`src/rtl/swc_pkg.sv`:
```
package swc_pkg;

  typedef enum logic [1:0] {
    ST_IDLE_WAIT = 2'd0,
    ST_ACCEPT    = 2'd1,
    ST_BUSY      = 2'd2,
    ST_RESPOND   = 2'd3
  } swc_state_e;

  // Direction resolution: a write request wins over a read request.
  function automatic logic swc_resolve_write(input logic rd, input logic wr);
    return wr | (wr & rd);
  endfunction

  // Next-state computation of the handshake controller.
  function automatic swc_state_e swc_next(input swc_state_e cur,
                                          input logic req,
                                          input logic taken,
                                          input logic is_wr);
    swc_state_e nxt;
    nxt = cur;
    case (cur)
      ST_IDLE_WAIT: if (req) nxt = ST_ACCEPT;
      ST_ACCEPT:    nxt = ST_BUSY;
      ST_BUSY:      if (taken) nxt = is_wr ? ST_IDLE_WAIT : ST_RESPOND;
      ST_RESPOND:   nxt = ST_IDLE_WAIT;
      default:      nxt = ST_IDLE_WAIT;
    endcase
    return nxt;
  endfunction

  // Wait is released only on the idle-to-accept transition.
  function automatic logic swc_wait_next(input swc_state_e cur, input swc_state_e nxt);
    return !((cur == ST_IDLE_WAIT) && (nxt == ST_ACCEPT));
  endfunction

endpackage

```
`src/rtl/swc_in_regs.sv`:
```
module swc_in_regs #(
  parameter int AW = 4,
  parameter int DW = 16
) (
  input  logic          clk,
  input  logic          rst_n,
  input  logic          rd_i,
  input  logic          wr_i,
  input  logic [AW-1:0] addr_i,
  input  logic [DW-1:0] wdata_i,
  output logic          rd_q,
  output logic          wr_q,
  output logic [AW-1:0] addr_q,
  output logic [DW-1:0] wdata_q
);

  always_ff @(posedge clk or negedge rst_n) begin
    if (!rst_n) begin
      rd_q    <= 1'b0;
      wr_q    <= 1'b0;
      addr_q  <= '0;
      wdata_q <= '0;
    end else begin
      rd_q    <= rd_i;
      wr_q    <= wr_i;
      addr_q  <= addr_i;
      wdata_q <= wdata_i;
    end
  end

endmodule

```
`src/rtl/swc_ctrl.sv`:
```
module swc_ctrl
  import swc_pkg::*;
#(
  parameter int AW = 4,
  parameter int DW = 16
) (
  input  logic          clk,
  input  logic          rst_n,
  input  logic          rd_q,
  input  logic          wr_q,
  input  logic [AW-1:0] addr_q,
  input  logic [DW-1:0] wdata_q,
  input  logic          be_done,
  output logic          wait_o,
  output logic          start_o,
  output logic          is_wr_o,
  output logic [AW-1:0] addr_o,
  output logic [DW-1:0] wdata_o,
  output logic          accept_o,
  output logic          take_o
);

  swc_state_e    state, state_nxt;
  logic          wait_q;
  logic          issued;
  logic          start_q;
  logic          hold_wr;
  logic [AW-1:0] hold_addr;
  logic [DW-1:0] hold_wdata;
  logic          req;
  logic          load;
  logic          taken;

  assign req   = rd_q | wr_q;
  assign load  = (state == ST_BUSY) && !issued;
  assign taken = (state == ST_BUSY) && issued && !start_q && be_done;

  always_comb state_nxt = swc_next(state, req, taken, hold_wr);

  always_ff @(posedge clk or negedge rst_n) begin
    if (!rst_n) begin
      state  <= ST_IDLE_WAIT;
      wait_q <= 1'b1;
    end else begin
      state  <= state_nxt;
      wait_q <= swc_wait_next(state, state_nxt);
    end
  end

  always_ff @(posedge clk or negedge rst_n) begin
    if (!rst_n) begin
      issued  <= 1'b0;
      start_q <= 1'b0;
    end else if (state == ST_ACCEPT) begin
      issued  <= 1'b0;
      start_q <= 1'b0;
    end else if (load) begin
      issued  <= 1'b1;
      start_q <= 1'b1;
    end else begin
      start_q <= 1'b0;
    end
  end

  always_ff @(posedge clk or negedge rst_n) begin
    if (!rst_n) begin
      hold_wr    <= 1'b0;
      hold_addr  <= '0;
      hold_wdata <= '0;
    end else if (load) begin
      hold_wr    <= swc_resolve_write(rd_q, wr_q);
      hold_addr  <= addr_q;
      hold_wdata <= wdata_q;
    end
  end

  assign wait_o   = wait_q;
  assign start_o  = start_q;
  assign is_wr_o  = hold_wr;
  assign addr_o   = hold_addr;
  assign wdata_o  = hold_wdata;
  assign accept_o = (state == ST_ACCEPT);
  assign take_o   = taken;

endmodule

```
`src/rtl/swc_resp.sv`:
```
module swc_resp #(
  parameter int DW = 16
) (
  input  logic          clk,
  input  logic          rst_n,
  input  logic          take_i,
  input  logic          is_wr_i,
  input  logic [DW-1:0] be_rdata,
  output logic          rvalid_o,
  output logic [DW-1:0] rdata_o
);

  always_ff @(posedge clk or negedge rst_n) begin
    if (!rst_n) begin
      rvalid_o <= 1'b0;
      rdata_o  <= '0;
    end else begin
      rvalid_o <= take_i && !is_wr_i;
      if (take_i && !is_wr_i) rdata_o <= be_rdata;
    end
  end

endmodule

```
`src/rtl/slow_slave_front.sv`:
```
module slow_slave_front #(
  parameter int AW = 4,
  parameter int DW = 16
) (
  input  logic          clk,
  input  logic          rst_n,
  input  logic          bus_rd,
  input  logic          bus_wr,
  input  logic [AW-1:0] bus_addr,
  input  logic [DW-1:0] bus_wdata,
  output logic          bus_wait,
  output logic [DW-1:0] bus_rdata,
  output logic          bus_rvalid,
  output logic          be_start,
  output logic          be_is_write,
  output logic [AW-1:0] be_addr,
  output logic [DW-1:0] be_wdata,
  input  logic          be_done,
  input  logic [DW-1:0] be_rdata
);

  logic          rd_q, wr_q;
  logic [AW-1:0] addr_q;
  logic [DW-1:0] wdata_q;
  logic          ev_accept;
  logic          ev_take;

  swc_in_regs #(.AW(AW), .DW(DW)) u_in (
    .clk(clk), .rst_n(rst_n),
    .rd_i(bus_rd), .wr_i(bus_wr), .addr_i(bus_addr), .wdata_i(bus_wdata),
    .rd_q(rd_q), .wr_q(wr_q), .addr_q(addr_q), .wdata_q(wdata_q)
  );

  swc_ctrl #(.AW(AW), .DW(DW)) u_ctrl (
    .clk(clk), .rst_n(rst_n),
    .rd_q(rd_q), .wr_q(wr_q), .addr_q(addr_q), .wdata_q(wdata_q),
    .be_done(be_done),
    .wait_o(bus_wait), .start_o(be_start), .is_wr_o(be_is_write),
    .addr_o(be_addr), .wdata_o(be_wdata),
    .accept_o(ev_accept), .take_o(ev_take)
  );

  swc_resp #(.DW(DW)) u_resp (
    .clk(clk), .rst_n(rst_n),
    .take_i(ev_take), .is_wr_i(be_is_write), .be_rdata(be_rdata),
    .rvalid_o(bus_rvalid), .rdata_o(bus_rdata)
  );

endmodule

```
`config.mk`:
```
export PLATFORM = sky130hd
export DESIGN_NAME = slow_slave_front
export DESIGN_NICKNAME = d
export VERILOG_FILES = /design/src/rtl/swc_pkg.sv /design/src/rtl/swc_in_regs.sv /design/src/rtl/swc_ctrl.sv /design/src/rtl/swc_resp.sv /design/src/rtl/slow_slave_front.sv
export SDC_FILE = /design/constraint.sdc
export NUM_CORES = 1
export LEC_CHECK = 0
export BUFFER_PORTS_ARGS = -buffer_cell sky130_fd_sc_hd__buf_2
export CORE_MARGIN = 2
export CORE_UTILIZATION = 54
export CTS_BUF_LIST = sky130_fd_sc_hd__clkbuf_8
export DETAILED_ROUTE_END_ITERATION = 8
export PLACE_DENSITY = 0.95
export SLEW_MARGIN = 20
export SYNTH_ARGS = -nofsm -noshare
export SYNTH_HDL_FRONTEND = slang
export SYNTH_SLANG_ARGS = --single-unit
```
`constraint.sdc`:
```
create_clock -name clk -period 2.3 [get_ports clk]
set_input_delay 0.345 -clock clk [delete_from_list [all_inputs] [get_ports clk]]
set_output_delay 0.345 -clock clk [all_outputs]
set_load 0.02 [all_outputs]
```
## Word-level counts from Yosys, hierarchy flattened

Cells that the tools add are included.

| storage, ports and cells | value |
|---|---|
| bits of input ports | 41 |
| word-level logic and storage cells | 40 |
| bits in registers | 65 |
| output and inout port bits | 40 |

| operators by class | value |
|---|---|
| reductions and logical operators | 12 |
| mux-type cells | 8 |
| equality and inequality tests | 4 |
| bitwise operators | 3 |

Operators with widths:

| kind | number |
|---|---|
| $pmux 2 s4 | 1 |
| $logic_and 1x1->1 | 6 |
| $mux 2 | 3 |
| $eq 2x1->1 const B | 2 |
| $eq 2x2->1 const B | 2 |
| $logic_not 1->1 | 4 |
| $mux 1 | 4 |
| $logic_not 2->1 | 1 |
| $or 1x1->1 | 2 |
| $reduce_bool 2->1 | 1 |
| $and 1x1->1 | 1 |

## Depth between registers and ports, before layout

| logic depth | value |
|---|---|
| word-level depth | 9 |
| gate-level depth with buffers | 5 |
| gate-level depth less buffers | 3 |

## By module

From an unflattened synthesis, not the netlist that was laid out.

| unflattened totals | value |
|---|---|
| cells, all modules | 121 |
| area, all modules | 2,249.7 µm² |

Modules (own cells, without submodules):

| module | cells each | area each (µm²) | sequential area each (µm²) | times used |
|---|---|---|---|---|
| swc_ctrl | 63 | 1,014.7 | 651.9 | 1 |
| swc_resp | 36 | 684.4 | 425.4 | 1 |
| swc_in_regs | 22 | 550.5 | 550.5 | 1 |

## Worst setup path before layout

No wires, ideal clock.

| timing | value |
|---|---|
| kind | reg-to-reg |
| start | reg u_ctrl.start_q, in the netlist u_ctrl.start_o |
| end | reg u_resp.rdata_o[1] |
| period minus slack after synthesis | 1,667 ps |
| library setup time | 125 ps |
| stages on the path, launching flop included | 6 |
| required time | 2,175 ps |
| arrival time | 1,542 ps |
| path slack | 633 ps |
| path buffers | 2 |
| cells stage by stage | dfrtp_1 > nand3b_1 > or3_1 > buf_6 > buf_12 > mux2_4 |

| between the ends | value |
|---|---|
| word-level cells in the longest chain between the ends | 4 |

Ends and longest elaborated chain:

| element | RTL line | text |
|---|---|---|
| start: declaration | swc_ctrl.sv:26 | `logic start_q;` |
| start signal: assignment | swc_ctrl.sv:53 | `start_q <= 1'b0;` |
| start signal: assignment | swc_ctrl.sv:56 | `start_q <= 1'b0;` |
| start signal: assignment | swc_ctrl.sv:59 | `start_q <= 1'b1;` |
| $logic_not 1->1 | swc_ctrl.sv:36 | `assign taken = (state == ST_BUSY) && issued && !start_q && be_done;` |
| $logic_and 1x1->1 (2 in a row) | swc_ctrl.sv:36 |  |
| $logic_and 1x1->1 | swc_resp.sv:19 | `if (take_i && !is_wr_i) rdata_o <= be_rdata;` |
| end signal: assignment | swc_resp.sv:19 |  |
| end: declaration | swc_resp.sv:10 | `output logic [DW-1:0] rdata_o` |

No other way between the ends.
A chain may end at the register's enable or synchronous reset.

## Final worst setup path

| timing | value |
|---|---|
| start | reg u_ctrl.state[0] |
| end | reg u_resp.rdata_o[5] |

| between the ends | value |
|---|---|
| word-level cells in the longest chain between the ends | 5 |

Ends and longest elaborated chain:

| element | RTL line | text |
|---|---|---|
| start: declaration | swc_ctrl.sv:23 | `swc_state_e state, state_nxt;` |
| start signal: assignment | swc_ctrl.sv:45 | `state <= state_nxt;` |
| $eq 2x2->1 | swc_ctrl.sv:36 |  |
| $logic_and 1x1->1 (3 in a row) | swc_ctrl.sv:36 |  |
| $logic_and 1x1->1 | swc_resp.sv:19 |  |

No other way between the ends.

==> results.yml <==
global_route:
  grt_first_pass_wirelength_mm: 5.87
  grt_pass1_vias: 1287
  grt_overflow: 0
  antenna_found_initial: 0
  grt_max_degree: 29
  grtUsageTotal: 0.186
logic_synthesis:
  ys_warn_count: 0
  synth_ff_type: "dfrtp_1"
  synth_most_common_cell: "dfrtp_1"
  yosys.area.top_type: "dfrtp_1"
  synthCells: 121
  syn_area_sq_um: 2190
  synth_edf_count: 0
  syn_nets: 162
  ys_ff_latch: 65
  async_flop_share: 1.00
  avgSynthCellArea_sq_um: 18.1
  synth_top_area_share: 0.732
  synth_area_leaders: "dfrtp_1 (73%), mux2_2 (15%), mux2_4 (5.5%)"
  yosys-top-cells-count: "dfrtp_1 (64), mux2_2 (29), mux2_4 (8)"
  synth_cell_types: 14
  yosysSeqAreaShare: 0.744
clocking:
  post-cts-setup-buffers: 0
  cts_sinks: 65
  insertion_delay_ns: 0.32
  post_cts_resize_count: 0
  ctsHtreeMaxLevel: 3
  cts_buffer_depth: 2
  cts-root-buf: "clkbuf_8"
  postCtsHoldBufs: 0
  cts_tree: "done"
  clkTransAtPathRegs_ns: 0.06
  cts_buffers: 9
final_layout:
  syn_to_final_growth_pct: 27.6
  nFillCells: 281
  diodes: 0
  final_core_util: 0.708
  final_cell_area_sq_um: 2790
  nNetsFinal: 252
  drive_above_1_share: 0.620
timing:
  holdWs_ns: 0.0275
  clock-skew-final_ns: 0.00524
  hold_viol: 0
  setup_viol: 0
  tightest_slew_ns: 0.865
  max_freq_mhz: 554
  setup_tns_ns: 0
  rsz0062_at_grt: "false"
  drv_slew: 0
  slew_headroom: 0.423
  period_minus_slack_ns: 1.81
  fin_crit_sh: 0.785
setup_path:
  rrSetupSlack_ns: 0.49
  cp_cell_sequence: "nand2b_1 -> or3_1 -> mux2_4"
  reg2reg_from: "u_ctrl.state[0]"
  critPathMaxFanout: 18
  arrival_ns: 2.00
  critPathCaptureType: "register"
  required_ns: 2.50
  rr_worst_depth: 3
  max_stage_delay_ns: 0.68
  crit_path_start_kind: "register"
  setup.worst_path.end: "u_resp.rdata_o[5]"
  cp-startpoint: "u_ctrl.state[0]"
  critPathKind: "reg2reg"
  worstReg2RegEnd: "u_resp.rdata_o[5]"
  crit_slowest_cell: "or3_1"
floorplan:
  initial_core_util: 0.555
  fp.dieW_um: 67.6
  die-area_sq_um: 4580
  die_h_um: 67.6
  fp-row-count: 23
  coreArea_sq_um: 3940
  io_pins: 81
drt:
  drt_drc_violations_left: 0
  avgViaCountPerCell: 4.78
  wl_per_cell_um: 14.4
  first_pass_iters: 4
  routed_wl_mm: 3.84
  wl_met1_mm: 1.46
  dr_total_vias: 1271
  dr_wl_met2_mm: 2.05
  top_layer: "met4"
  met3_length_um: 246
  drt_first_iter_violations: 50
  ant_nets: 0
placement:
  gp_congestion: 0.759
  portBuffers: 80
  placed_area_sq_um: 2630
  post-dp-hpwl_mm: 2.83
hold_path:
  hold_class: "in2async"
power:
  ir_worst_vdd_uv: 836
  p_leak_nw: 1.44
  p_per_area_nw_per_um2: 1420
status:
  status: "completed"
run:
  drv_cap: 0
==> placed cells by master, fill, tap and decap left out <==
master	count
buf_2	80
buf_4	3
clkbuf_8	9
clkinv_2	2
clkinvlp_4	1
dfrtp_1	64
dfstp_2	1
inv_1	6
mux2_2	29
mux2_4	8
nand2_1	2
nand2b_1	2
nand3b_1	1
nor2_1	3
nor2_2	1
o21ai_0	3
or3_1	1
==> worst max-delay path, delay by kind of cell, from the launching register on <==
family	cells	cell delay (ns)
muxes	1	0.43
and+or+nand+nor	2	0.86
DFF	1	0.40
==> metrics by stage <==
| step | total power [W] | std cells | setup slack [ns] |
|---|---|---|---|
| floorplan | 0.00273 | 121 | 0.633 |
| global placement | 0.00317 | 250 | 0.527 |
| detailed placement | 0.00325 | 250 | 0.491 |
| CTS | 0.00401 | 266 | 0.488 |
| global route | 0.00419 | 266 | 0.385 |
| finish | 0.00395 | 266 | 0.495 |
==> kinds of logic after synthesis <==
group	Yosys count	share of synthesized area
AOI/OAI and AO/OA	3	0.00686
and+or+nand+nor	10	0.0223
DFF	65	0.744
buffers and inverters	6	0.0223
muxes	37	0.204
==> state kept, by name (all words and copies together) (netlist names) <==
signal and cells:
u_in.addr_q 4, u_in.wdata_q 16, u_ctrl.wait_o 1, u_in.rd_q 1
u_ctrl.start_o 1, u_ctrl.wdata_o 16, u_ctrl.is_wr_o 1, u_resp.rvalid_o 1
u_in.wr_q 1, u_ctrl.addr_o 4, u_resp.rdata_o 16, u_ctrl.state 2
u_ctrl.issued 1
==> how the worst min path moves through the flow <==
stage                      from                to  slack (ns)
after floorplan           rst_n  u_ctrl.addr_o[0]        0.05
after global placement    rst_n    u_in.addr_q[2]        0.37
after detailed placement  rst_n  u_ctrl.addr_o[0]        0.39
after CTS                 rst_n    u_in.addr_q[0]        0.03
after global routing      rst_n    u_in.addr_q[2]        0.06
final                     rst_n  u_ctrl.addr_o[0]        0.03
==> routing by layer <==
layer | GRT usage | vias to the layer above
met1 | 0.216 | 615
met3 | 0.0517 | 12
li1 | - | 592
met4 | 0.125 | 0
met5 | 0 | -
met2 | 0.299 | 52
==> area by class of cell <==
type                    count  area, sq um  share of cell area
clock inverters             7         32.5              0.0117
flip-flops and latches     65         1630               0.583
clock buffers               9          124              0.0444
inverters                   2         7.51             0.00269
well taps                  50         62.6              0.0224
multi-input cells          50          513               0.184
repair buffers             83          423               0.152
==> power breakdown <==
group,internal (W),switching (W)
Sequential,0.00155,0.000209
Combinational,0.000659,0.000793
Clock,0.000371,0.000374
Note: power is estimated with default switching activity, not from simulation.
